### config.mk
export PLATFORM = sky130hd
export DESIGN_NAME = irq_local_timer
export DESIGN_NICKNAME = d
export VERILOG_FILES = /design/src/rtl/lt_pkg.sv /design/src/rtl/lt_rst_sync.sv /design/src/rtl/lt_prescaler.sv /design/src/rtl/lt_elapsed.sv /design/src/rtl/lt_view.sv /design/src/rtl/irq_local_timer.sv
export SDC_FILE = /design/constraint.sdc
export NUM_CORES = 1
export LEC_CHECK = 0
export BUFFER_PORTS_ARGS = -buffer_cell sky130_fd_sc_hd__buf_4
export CORE_MARGIN = 3
export CORE_UTILIZATION = 45
export DETAILED_ROUTE_END_ITERATION = 6
export PLACE_DENSITY = 0.7
export REMOVE_ABC_BUFFERS = 1
export SYNTH_ARGS = -nofsm -noshare
export SYNTH_HDL_FRONTEND = slang
export SYNTH_SLANG_ARGS = --single-unit
### constraint.sdc
create_clock -name clk -period 4.2 [get_ports clk]
set_input_delay 0.84 -clock clk [delete_from_list [all_inputs] [get_ports clk]]
set_output_delay 0.84 -clock clk [all_outputs]
set_load 0.02 [all_outputs]
### src/rtl/lt_pkg.sv
package lt_pkg;
  typedef enum logic {
    LT_ONESHOT  = 1'b0,
    LT_PERIODIC = 1'b1
  } lt_mode_e;
endpackage

### src/rtl/lt_rst_sync.sv
module lt_rst_sync #(
  parameter int STAGES = 2
) (
  input  logic clk,
  input  logic rst_n,
  output logic rst_sync_n
);
  logic [STAGES-1:0] chain_q;
  logic [STAGES-1:0] chain_d;

  always_comb chain_d = {chain_q[STAGES-2:0], 1'b1};

  always_ff @(posedge clk or negedge rst_n) begin
    if (!rst_n) chain_q <= '0;
    else        chain_q <= chain_d;
  end

  assign rst_sync_n = chain_q[STAGES-1];
endmodule

### src/rtl/lt_prescaler.sv
module lt_prescaler #(
  parameter int SHIFT_W = 3
) (
  input  logic               clk,
  input  logic               rst_n,
  input  logic               restart,
  input  logic [SHIFT_W-1:0] shift,
  output logic               tick
);
  localparam int PRE_W = (1 << SHIFT_W) - 1;

  logic [PRE_W-1:0] pre_q;
  logic [PRE_W-1:0] pre_d;
  logic [PRE_W-1:0] pre_inc;
  logic [PRE_W-1:0] low_mask;

  for (genvar g = 0; g < PRE_W; g++) begin : g_mask
    assign low_mask[g] = (shift > SHIFT_W'(g));
  end

  always_comb begin
    pre_inc = pre_q + PRE_W'(1);
    pre_d   = restart ? '0 : pre_inc;
    tick    = !restart && ((pre_inc & low_mask) == '0);
  end

  always_ff @(posedge clk or negedge rst_n) begin
    if (!rst_n) pre_q <= '0;
    else        pre_q <= pre_d;
  end
endmodule

### src/rtl/lt_elapsed.sv
module lt_elapsed #(
  parameter int CNT_W = 32
) (
  input  logic             clk,
  input  logic             rst_n,
  input  logic             restart,
  input  logic             tick,
  input  logic [CNT_W-1:0] init,
  output logic [CNT_W:0]   ticks,
  output logic [CNT_W-1:0] rem,
  output logic             at_wrap,
  output logic             at_deadline
);
  logic [CNT_W:0]   ticks_q, ticks_d;
  logic [CNT_W-1:0] rem_q, rem_d;
  logic             ticks_en, rem_en;

  always_comb begin
    at_wrap     = (rem_q == init);
    at_deadline = (ticks_q == {1'b0, init});
    ticks_en    = restart || (tick && !(&ticks_q));
    rem_en      = restart || tick;
    ticks_d     = restart ? '0 : ticks_q + (CNT_W+1)'(1);
    if (restart)      rem_d = '0;
    else if (at_wrap) rem_d = '0;
    else              rem_d = rem_q + CNT_W'(1);
  end

  always_ff @(posedge clk or negedge rst_n) begin
    if (!rst_n)        ticks_q <= '0;
    else if (ticks_en) ticks_q <= ticks_d;
  end

  always_ff @(posedge clk or negedge rst_n) begin
    if (!rst_n)      rem_q <= '0;
    else if (rem_en) rem_q <= rem_d;
  end

  assign ticks = ticks_q;
  assign rem   = rem_q;
endmodule

### src/rtl/lt_view.sv
module lt_view
  import lt_pkg::*;
#(
  parameter int CNT_W = 32
) (
  input  lt_mode_e         mode,
  input  logic [CNT_W-1:0] init,
  input  logic [CNT_W:0]   ticks,
  input  logic [CNT_W-1:0] rem,
  output logic [CNT_W-1:0] count
);
  always_comb begin
    if (mode == LT_PERIODIC)           count = init - rem;
    else if (ticks >= {1'b0, init})    count = '0;
    else                               count = init - ticks[CNT_W-1:0];
  end
endmodule

### src/rtl/irq_local_timer.sv
module irq_local_timer
  import lt_pkg::*;
#(
  parameter int CNT_W       = 32,
  parameter int SHIFT_W     = 3,
  parameter int SYNC_STAGES = 2
) (
  input  logic               clk,
  input  logic               rst_n,
  input  logic               cnt_we,
  input  logic [CNT_W-1:0]   cnt_wdata,
  input  logic               ctl_we,
  input  logic [SHIFT_W-1:0] ctl_shift,
  input  logic               ctl_periodic,
  input  logic               ctl_mask,
  output logic [CNT_W-1:0]   cur_count,
  output logic               expire
);
  logic               rst_sync_n;
  logic [CNT_W-1:0]   init_q, init_d;
  logic [SHIFT_W-1:0] shift_q, shift_d;
  lt_mode_e           mode_q, mode_d;
  logic               mask_q, mask_d;
  logic               expire_q, expire_d;
  logic               tick;
  logic [CNT_W:0]     ticks;
  logic [CNT_W-1:0]   rem;
  logic               at_wrap, at_deadline;

  lt_rst_sync #(.STAGES(SYNC_STAGES)) u_rst (
    .clk(clk), .rst_n(rst_n), .rst_sync_n(rst_sync_n)
  );

  lt_prescaler #(.SHIFT_W(SHIFT_W)) u_pre (
    .clk(clk), .rst_n(rst_sync_n), .restart(cnt_we),
    .shift(shift_q), .tick(tick)
  );

  lt_elapsed #(.CNT_W(CNT_W)) u_elapsed (
    .clk(clk), .rst_n(rst_sync_n), .restart(cnt_we), .tick(tick),
    .init(init_q), .ticks(ticks), .rem(rem),
    .at_wrap(at_wrap), .at_deadline(at_deadline)
  );

  lt_view #(.CNT_W(CNT_W)) u_view (
    .mode(mode_q), .init(init_q), .ticks(ticks), .rem(rem),
    .count(cur_count)
  );

  always_comb begin
    init_d  = cnt_wdata;
    shift_d = ctl_shift;
    mode_d  = ctl_periodic ? LT_PERIODIC : LT_ONESHOT;
    mask_d  = ctl_mask;
    expire_d = 1'b0;
    if (tick && !mask_q) begin
      if (mode_q == LT_PERIODIC) expire_d = at_wrap && (init_q != '0);
      else                       expire_d = at_deadline;
    end
  end

  always_ff @(posedge clk or negedge rst_sync_n) begin
    if (!rst_sync_n)  init_q <= '0;
    else if (cnt_we)  init_q <= init_d;
  end

  always_ff @(posedge clk or negedge rst_sync_n) begin
    if (!rst_sync_n) begin
      shift_q <= '0;
      mode_q  <= LT_ONESHOT;
      mask_q  <= 1'b1;
    end else if (ctl_we) begin
      shift_q <= shift_d;
      mode_q  <= mode_d;
      mask_q  <= mask_d;
    end
  end

  always_ff @(posedge clk or negedge rst_sync_n) begin
    if (!rst_sync_n) expire_q <= 1'b0;
    else             expire_q <= expire_d;
  end

  assign expire = expire_q;
endmodule

### Word level (Yosys, flattened, before mapping)

Cells that the tools add are included.

| operators by class | value |
|---|---|
| divide/modulo/power cells | 0 |
| bitwise gates (word level) | 1 |
| equality and inequality tests | 2 |
| multiplexer cells | 9 |
| shift-type cells | 0 |
| reductions and logical operators | 12 |
| order comparisons | 8 |
| multiply operators | 0 |
| $add $sub $neg | 5 |

Operator list:

| kind | number |
|---|---|
| $mux W32 | 4 |
| $sub A32 B32 Y32 | 2 |
| $add A33 B1 Y33 const B | 1 |
| $eq A33 B32 Y1 | 1 |
| $ge A33 B32 Y1 | 1 |
| $mux W33 | 1 |
| $reduce_and A33 Y1 | 1 |
| $add A32 B1 Y32 const B | 1 |
| $eq A32 B32 Y1 | 1 |
| $reduce_bool A32 Y1 | 1 |
| $gt A3 B3 Y1 const B | 3 |
| $add A7 B1 Y7 const B | 1 |
| $and A7 B7 Y7 | 1 |
| $logic_not A7 Y1 | 1 |
| $mux W7 | 1 |
| $gt A3 B1 Y1 const B | 2 |
| $gt A3 B2 Y1 const B | 2 |
| $logic_and A1 B1 Y1 | 4 |
| $logic_not A1 Y1 | 3 |
| $mux W1 | 3 |
| $logic_or A1 B1 Y1 | 2 |

| word-level totals | value |
|---|---|
| memories | 0 |
| memory bits (read-only) | 0 |
| input bits | 41 |
| latch bits | 0 |
| register bits | 112 |
| bits in writable memories | 0 |

### Logic depth before layout (Yosys ltp)

Gate-level depths: netlist of the first run.

| logic depth | value |
|---|---|
| depth in word-level cells | 6 |
| mapped depth | 13 |
| mapped depth without buffers | 13 |

### By module

Synthesis of the first run repeated with hierarchy kept, for this count alone.

| unflattened totals | value |
|---|---|
| cells, all modules | 1,219 |
| area total of the unflattened synthesis | 10,572.6 µm² |

By module, submodules not included:

| module | area each (µm²) | cells an instance | times used |
|---|---|---|---|
| lt_view | 4,529.3 | 640 | 1 |
| lt_elapsed | 4,083.9 | 440 | 1 |
| irq_local_timer | 1,500.2 | 93 | 1 |
| lt_prescaler | 405.4 | 43 | 1 |
| lt_rst_sync | 53.8 | 3 | 1 |

### Least setup slack after synthesis of the first run

Ideal clock, no wire load.

| timing path | value |
|---|---|
| path kind | flip-flop to output port |
| start point | register init_q[0] |
| end point | output cur_count[28] |
| setup slack | 0.291 ns |
| stages on the path, launching flop included | 14 |
| required time | 3.360 ns |
| buffers on the path | 0 |
| arrival | 3.069 ns |
| path through | dfrtp_1 inv_1 ha_1 inv_1 fa_1 a21oi_1 o21ai_0 a21oi_1 nor4_1 or2_2 a311o_1 a311oi_1 xor2_1 o22ai_1 |

| on the way | value |
|---|---|
| cells in the longest elaborated chain, start to end | 3 |
| elaborated cells on any way between the ends | 5 |
| those cells by class | add/sub: 2; order compare: 1; mux: 2 |

RTL lines:

| element | RTL line | RTL |
|---|---|---|
| start, declared | irq_local_timer.sv:20 | `logic [CNT_W-1:0] init_q, init_d;` |
| start signal, assigned | irq_local_timer.sv:64 | `else if (cnt_we) init_q <= init_d;` |
| $sub A32 B32 Y32 or $ge A33 B32 Y1 (tied branches) | lt_view.sv:15, lt_view.sv:14 |  |
| $mux W32 | lt_view.sv:14 | `else if (ticks >= {1'b0, init}) count = '0;` |
| $mux W32 * | lt_view.sv:13 | `if (mode == LT_PERIODIC) count = init - rem;` |
| end, declared | irq_local_timer.sv:16 | `output logic [CNT_W-1:0] cur_count,` |

Mark *: on every way between the ends. The rest lies on a longest branch, timed or not.

### Worst setup path in the final report of the first run

Same ends and word-level chain as after synthesis.

==> results of run 1 <==
## how the worst max path moves through the flow
stage                                    from            end  cells after the start
after floorplan                     init_q[0]  cur_count[28]                     13
after global placement              init_q[0]  cur_count[26]                     15
after detailed placement            init_q[0]  cur_count[26]                     15
after CTS                           init_q[4]  cur_count[28]                     12
after global routing      u_elapsed.ticks[11]  cur_count[29]                     10
final                               init_q[0]  cur_count[28]                     14
## state kept, by name, summed over array words and instances, names as in the netlist
| signal | count |
|---|---|
| u_rst.chain_q | 2 |
| shift_q | 3 |
| u_elapsed.rem | 32 |
| u_pre.pre_q | 7 |
| mode_q | 1 |
| init_q | 32 |
| expire | 1 |
| u_elapsed.ticks | 33 |
| mask_q | 1 |
## where the power goes
group | internal, W | switching [W]
clock network | 0.000440 | 0.000479
logic | 0.000596 | 0.000855
registers | 0.00113 | 0.0000817
## cell type report
class / instances / area (um2)
Fill cell: 1927 / 9290
Multi-Input combinational cell: 922 / 6360
Sequential cell: 112 / 2830
Timing Repair Buffer: 116 / 883
Inverter: 112 / 420
Tap cell: 270 / 338
Clock buffer: 10 / 239
Clock inverter: 6 / 70.1
## cells by family (layout without fill, tap and decap cells)
logic type      after synthesis  count (layout)
compound gates              351             351
xor+xnor                     91              91
fa+ha+maj                   100             100
buf+inv                     155             244
flops                       112             112
mux                           5               5
other cells                   1               1
simple gates                374             374
## per-layer routing
layer / up-vias / GRT usage
met5: - / 0
met4: 0 / 0.0784
met3: 40 / 0.0314
met2: 254 / 0.395
met1: 4299 / 0.362
li1: 4385 / -
## worst register-to-register path: stages, from the launching register on
cell,delay (ps)
dfrtp_1,450
ha_1,270
and3_4,220
xnor2_2,180
nand3_1,120
a2111o_1,450
o32a_2,280
or3_1,810
or3_1,530
o21ai_0,70
## per-stage QoR
step | area (um2) | hold slack [ps] | TNS [ps] | util
detailed placement | 10400 | 216 | 0 | 0.508
global placement | 10400 | 217 | 0 | 0.508
global route | 11100 | 213 | -388 | 0.545
CTS | 10800 | 216 | 0 | 0.531
finish | 11100 | 209 | 0 | 0.545
floorplan | 9290 | 331 | 0 | -
## cells in the mapped netlist, types with 3 or more instances
cell       count  share of area
and3_1        17          0.011
inv_1        111          0.044
o22ai_1       34          0.022
nor3_1        25          0.013
a211oi_1       7         0.0056
a31oi_1       17          0.011
nand3_1       37          0.020
a21oi_1       95          0.050
xnor2_1       62          0.057
nor4_1        17          0.011
a21boi_0       5         0.0040
and4_1         4         0.0037
nor2_1        81          0.032
a21o_1        28          0.022
nor2b_1        8         0.0053
nand2_1      117          0.046
or2_1          5         0.0033
nand2b_1      11         0.0073
o21a_1         8         0.0063
nand3b_1       3         0.0024
a2111oi_0      3         0.0028
o21ai_0      112          0.059
nand4_1       20          0.013
xor2_1        28          0.026
mux2_2         4         0.0048
ha_1          98           0.13
o32ai_1        3         0.0028
or3_1         12         0.0079
buf_2          4         0.0021
a311oi_1       4         0.0037
a221oi_1       3         0.0028
dfrtp_1      111           0.29
o21bai_1       6         0.0048
and2_1         5         0.0033
clkbuf_1      38          0.015
o31ai_1        4         0.0032
## repair_timing
action	4_1_cts	5_1_grt
pin swaps	15	16
buffers inserted	7	11
setup endpoints to repair	13	32
resized for setup	27	63
==> flow_summary.ini, run 1 <==
[outcome]
outcome = finished clean

[cts]
clkLatencyLatePin_ps = 380
h-tree-depth = 3
clock_path_buffers = 2
numCtsBuffers = 9
cts_tree = yes
cts_root_buf = clkbuf_16
clkSinkCount = 112
ctsHoldBuffers = 0
clk_pin_slew_ps = 90

[sta]
max_freq_ghz = 0.238
tightest_slew_ps = 1080
setup-violations-final = 0
fin_skew_ps = 14.1
rsz0062_at_grt = true
final_hold_viol_count = 0
period_minus_slack_ps = 4190
setup_ws_ps = 5.18
fin_crit_sh = 0.999
maxSlewViolCount = 0
max_slew_margin = 0.279

[global_route]
antenna_found_initial = 0
overflow = 0
grt_usage = 0.251
grt_pass1_vias = 8418
grt_max_degree = 51
grt_pass1_wl_mm = 44.9

[critical_path]
crit_slowest_cell = dfrtp_1
regToRegEndpoint = u_elapsed.rem[11]
end_kind = primary output
crit_path_start_kind = flop
critPathRequiredTime_ps = 3360
path_cells = inv_2 -> ha_1 -> inv_1 -> fa_2 -> a21oi_2 -> o21ai_0 -> a21o_1 -> a31o_4 -> a21oi_4 -> o21ai_2 -> a221oi_2 -> xor2_1 -> o22ai_1 -> buf_4
reg2reg_depth = 9
cp_num_buf_inv = 3
path_class = reg2out
reg2reg_setup_slack_ps = 740
worst_ep_arrival_time_ps = 3350
crit_family = compound AO/OA/AOI/OAI gates
cpPeakStageDelay_ps = 400
worst-path-max-fanout = 4
reg2reg_from = u_pre.pre_q[0]

[synthesis]
ys_ff_latch = 112
async_flop_share = 1.00
synth_xor_area_frac = 0.0850
synth_edf_count = 0
synth_compound_area_frac = 0.224
synth_top_family_by_area = compound AO/OA/AOI/OAI gates
synth-simple-area-share = 0.192
synthAdderAreaFrac = 0.134
syn_avg_cell_area_um2 = 7.96
synthMuxAreaShare = 0.00582
synth_cells = 1189
ys_warn_count = 0
synth.distinct_cells = 70
syn_area_um2 = 9470
synthFlopType = dfrtp_1
yosysSeqAreaShare = 0.296

[detailed_routing]
drc = 0
wl_met1_mm = 13.2
firstDrtPassIters = 7
ant_nets = 0
wire_per_inst_um = 18.5
top_layer_used = met4
met3_length_mm = 1.65
drtIter0Drc = 772
vias = 8978
vias_per_cell = 5.80
wl_met2_mm = 13.1
routed_wl_mm = 28.7

[run]
drv_cap = 0

[floorplan]
die_w_um = 151
ios = 74
start_util = 0.463
die_h_um = 151
design.die.area_um2 = 22800
num_rows = 52
coreArea_um2 = 20400

[placement]
hpwl_mm = 21.8
dp.cells = 1514
gp_congestion = 0.990
port_buffers = 73
place_ws_ps = 25.9

[layout]
num_antenna_cells = 0
fin_cells = 1548
drive_gt1_frac = 0.174
nets = 1414
layout.cells.most_common = nand2_1
final_cell_mix = nand2_1 (117), buf_4 (115), inv_1 (109), o21ai_0 (103), dfrtp_1 (95)
syn2layout_area_growth_pct = 17.7

[power_and_ir_drop]
irDropWorstVdd_v = 0.000189
power_density_nw_per_um2 = 321
p_leak_nw = 4.78
finalPower_w = 0.00358

[hold_path]
hp-class = reg2async
(Power assumes the default switching activity.)
==> run 2: changes to the inputs <==
- SETUP_SLACK_MARGIN: unset -> 0.3
- TNS_END_PERCENT: unset -> 10
==> run 2 against run 1 <==
Net effect:
- combinational power increased by 5%
- flip-flop and latch count unchanged
- register-to-register slack about the same
- first-iteration DRC count decreased by 14%
- critical endpoint unchanged
- largest cell class unchanged
==> flow_summary.ini, run 2 (synthesis results as in run 1) <==
[layout]
seq_area_um2 = 2840
fillers = 1879
layout.cells.most_common = buf_4
nets = 1417
largest_reg_flops = 33
fin_util = 0.559
syn2layout_area_growth_pct = 20.6
num_antenna_cells = 0
final_cell_mix = buf_4 (118), nand2_1 (114), inv_1 (106), o21ai_0 (97), dfrtp_1 (87)
multi_input_area_um2 = 6610
drive_gt1_frac = 0.205

[floorplan]
num_rows = 52
start_util = 0.463
die_h_um = 151
die_w_um = 151
design.die.area_um2 = 22800
coreArea_um2 = 20400
ios = 74

[critical_path]
crit_family = compound AO/OA/AOI/OAI gates
cpPeakStageDelay_ps = 400
critPathRequiredTime_ps = 3360
path_class = reg2out
crit_slowest_cell = dfrtp_1
crit_path_start_kind = flop
end_kind = primary output
cp_num_buf_inv = 3
cpMostUsedCell = inv_2
worst-path-max-fanout = 3
worst_ep_arrival_time_ps = 3350
path_cells = inv_2 -> ha_4 -> inv_2 -> fa_2 -> a21oi_4 -> o21ai_4 -> a21oi_2 -> nor4_1 -> or2_4 -> a311o_1 -> a311oi_2 -> xor2_1 -> o22ai_1 -> buf_4

[power_and_ir_drop]
p_leak_nw = 4.82
power_frac_comb = 0.415
power.internal_w = 0.00220
power_density_nw_per_um2 = 320
p_sw_w = 0.00145
irDropWorstVdd_v = 0.000191
p_sw_frac = 0.396
p_clk_frac = 0.252
seqPwrFrac = 0.332

[detailed_routing]
drtIter0Drc = 667
wire_per_inst_um = 18.7
vias_per_cell = 5.87
routed_wl_mm = 29.0
firstDrtPassIters = 5
vias = 9112
ant_nets = 0
drc = 0

[sta]
period_minus_slack_ps = 4190
final_hold_viol_count = 0
max_freq_ghz = 0.239
fin_crit_sh = 0.997
setup-violations-final = 0
setup_ws_ps = 12.2
max_slew_margin = 0.270
tightest_slew_ps = 1100
rsz0062_at_grt = true
fin_skew_ps = 15.2
maxSlewViolCount = 0

[global_route]
overflow = 0
grt_pass1_wl_mm = 45.8
antenna_found_initial = 0
grt_max_degree = 51
grt_pass1_vias = 8538
grt_usage = 0.256

[run]
drv_cap = 0

[placement]
port_buffers = 73
hpwl_mm = 21.8
place_ws_ps = 25.9
gp_congestion = 0.990

[cts]
clk_pin_slew_ps = 90
clkLatencyLatePin_ps = 380
clock_path_buffers = 2
cts_tree = yes
clkSinkCount = 112
h-tree-depth = 3
numCtsBuffers = 9
cts_root_buf = clkbuf_16

[hold_path]
hp-class = reg2async

[outcome]
outcome = finished clean
## run 2: changes by cell type in the layout (fill, tap and decap cells not counted), sizes merged
cell  delta
buf      +3
## run 2: timing repair
action | CTS | global route
pin swaps | 26 | 32
gates resized for setup | 66 | 79
endpoints found under the setup margin | 32 | 32
hold buffers | 0 | 0
buffers inserted | 16 | 5
## run 2: final timing paths
| path | from | end | slack, ps | cells past startpoint |
|---|---|---|---|---|
| max | init_q[0] | cur_count[28] | 10 | 14 |
| min | u_rst.chain_q[1] | init_q[23] | 210 | 0 |
| max reg2reg | u_pre.pre_q[0] | u_elapsed.rem[11] | 740 | 9 |
| min reg2reg | u_rst.chain_q[1] | init_q[23] | 210 | 0 |
| max in group asynchronous | u_rst.chain_q[1] | init_q[4] | 2980 | 1 |
| min in group clk | u_rst.chain_q[0] | u_rst.chain_q[1] | 360 | 0 |
## run 2: power groups by stage
stage	Combinational (W)	Clock [W]	Sequential (W)
final	0.00152	0.000921	0.00121
after global routing	0.00163	0.000980	0.00122
after CTS	0.00141	0.000939	0.00121
after detailed placement	0.00131	0	0.00122
after global placement	0.00131	0	0.00122
after floorplan	0.000843	0	0.00120
## run 2: layout make-up
type | instances | share of cell area
multi-input cells | 922 | 0.579
inverters | 112 | 0.0368
well taps | 270 | 0.0296
clock inverters | 6 | 0.00614
repair buffers | 119 | 0.0794
clock buffers | 10 | 0.0209
flip-flops and latches | 112 | 0.248
## run 2: metrics by stage
stage | cells | hold WS (ps) | power [W] | TNS [ps] | instance area, um2
6_report | 1551 | 208 | 0.00365 | 0 | 11400
5_1_grt | 1551 | 213 | 0.00383 | -182 | 11400
4_1_cts | 1546 | 216 | 0.00355 | 0 | 11100
3_5_place_dp | 1514 | 216 | 0.00253 | 0 | 10400
3_3_place_gp | 1514 | 217 | 0.00253 | 0 | 10400
2_1_floorplan | 1146 | 331 | 0.00205 | 0 | 9290
## run 2: per-layer routing
layer,global-route usage,vias up,routed length [um]
met1,0.366,4377,13100
met5,0,-,0
met2,0.406,313,13300
met3,0.0320,46,1690
met4,0.0757,0,910
li1,-,4376,-
## run 2: worst register-to-register path, cell delays in order, from the launching register on
cell and delay (ps):
dfrtp_1 440, ha_1 270, and3_4 220, xnor2_2 180, nand3_1 120, a2111o_1 450, o32a_2 280, or3_1 820
or3_1 520, o21ai_0 70
==> run 3: changes to the inputs <==
- CORE_MARGIN: 3 -> unset
- CORE_UTILIZATION: 45 -> 60
- PLACE_DENSITY: 0.7 -> 0.87
==> run 3 against run 2 <==
Net effect:
- combinational power shrank 5%
- sequential share of layout area grew 0.73 points
- worst hold slack gained 29 ps
- power shrank 3.1%
- final cell count shrank 4.1%
- final area shrank 3.3%
- critical path type unchanged
- largest power group unchanged
==> flow_summary.ini, run 3 (synthesis results as in run 1) <==
[detailed_routing]
ant_nets = 0
drtIter0Drc = 959
firstDrtPassIters = 5
routed_wl_mm = 27.9
vias_per_cell = 6.28
wire_per_inst_um = 18.8
drc = 0
vias = 9345

[power_and_ir_drop]
p_leak_nw = 4.76
power_density_nw_per_um2 = 321
irDropWorstVdd_v = 0.000293

[layout]
largest_reg_flops = 33
seq_area_um2 = 2820
multi_input_area_um2 = 6360
syn2layout_area_growth_pct = 16.6
nets = 1413
fillers = 1172
num_antenna_cells = 0
drive_gt1_frac = 0.168
layout.cells.most_common = nand2_1
final_cell_mix = nand2_1 (115), buf_4 (114), inv_1 (108), o21ai_0 (103), dfrtp_1 (97)

[cts]
numCtsBuffers = 9
ctsHoldBuffers = 0
cts_root_buf = clkbuf_16
h-tree-depth = 3
clkLatencyLatePin_ps = 370
cts_tree = yes
clkSinkCount = 112
clk_pin_slew_ps = 90
clock_path_buffers = 2

[floorplan]
design.die.area_um2 = 16300
coreArea_um2 = 15300
start_util = 0.618
die_h_um = 128
ios = 74
die_w_um = 128
num_rows = 45

[global_route]
use_met1 = 0.476
grt_pass1_wl_mm = 44.5
top_usage_layer = met2
antenna_found_initial = 0
grt_pass1_vias = 8776
use_met2 = 0.542
grt_max_degree = 68
overflow = 0
grtUsageMet3 = 0.0532
grt_usage = 0.349

[sta]
max_slew_margin = 0.316
timing.hold.ws_ps = 237
rsz0062_at_grt = true
final_hold_viol_count = 0
setup-violations-final = 0
fin_crit_sh = 0.995
max_freq_ghz = 0.239
setup_ws_ps = 22.9
period_minus_slack_ps = 4180
tightest_slew_ps = 1030
maxSlewViolCount = 0
fin_skew_ps = 12.2

[placement]
hpwl_mm = 20.8
port_buffers = 73
gp_congestion = 1.00
place_ws_ps = -22.7

[critical_path]
end_kind = primary output
reg2reg_setup_slack_ps = 740
reg2reg_from = u_pre.pre_q[0]
critPathRequiredTime_ps = 3360
regToRegEndpoint = u_elapsed.rem[11]
crit_path_start_kind = flop
path_class = reg2out
worst_ep_arrival_time_ps = 3340
reg2reg_depth = 9
worst-path-max-fanout = 3

[hold_path]
hp-class = in2async

[outcome]
outcome = finished clean

[run]
drv_cap = 0
[run 3: worst max-delay path, stage by stage (launching register included)]
cell and delay, ps:
dfrtp_1 400, inv_2 100, ha_4 140, inv_2 30, fa_2 350, a21oi_2 170
o21ai_2 90, buf_4 160, a2111oi_4 280, buf_4 180, nor4_2 40, a211o_1 310
a21oi_2 180, xor2_1 180, o22ai_1 120, buf_4 230
[run 3: per-stage QoR]
stage | setup TNS [ps] | util | std cells | total power, W | instance area, um2
after CTS | 0 | 0.704 | 1479 | 0.00344 | 10800
final | 0 | 0.721 | 1488 | 0.00354 | 11000
after global placement | 0 | 0.674 | 1456 | 0.00250 | 10300
after detailed placement | -22.7 | 0.674 | 1456 | 0.00252 | 10300
after floorplan | 0 | - | 1146 | 0.00205 | 9290
after global routing | -127 | 0.721 | 1488 | 0.00369 | 11000
[run 3: repair_timing]
| action | CTS | global route |
|---|---|---|
| setup buffers | 7 | 9 |
| pin swaps | 19 | 16 |
| resized for setup | 30 | 57 |
| endpoints found under the setup margin | 30 | 32 |
[run 3: where the power goes]
group | internal, W | switching, W | total [W] | leakage (nW)
Sequential | 0.00113 | 0.0000836 | 0.00121 | 1.47
Combinational | 0.000600 | 0.000852 | 0.00145 | 3.15
Clock | 0.000420 | 0.000457 | 0.000877 | 0.142
[run 3: worst max path at each step]
stage,start,to,depth (start not counted)
floorplan,init_q[0],cur_count[28],13
global placement,init_q[0],cur_count[28],14
detailed placement,init_q[0],cur_count[28],14
CTS,init_q[7],cur_count[29],13
global route,init_q[0],cur_count[24],15
finish,init_q[0],cur_count[24],15
[run 3: layer usage]
layer | wire (um) | share of wire
met5 | 0 | 0
met4 | 1220 | 0.044
met3 | 2280 | 0.082
met2 | 12600 | 0.45
met1 | 11800 | 0.42
[run 3: final cells by class]
cell class / instances / share of cell area
Timing Repair Buffer: 115 / 0.0793
Clock buffer: 10 / 0.0207
Inverter: 112 / 0.0381
Sequential cell: 112 / 0.256
Multi-Input combinational cell: 922 / 0.576
Tap cell: 211 / 0.0239
Clock inverter: 6 / 0.00567
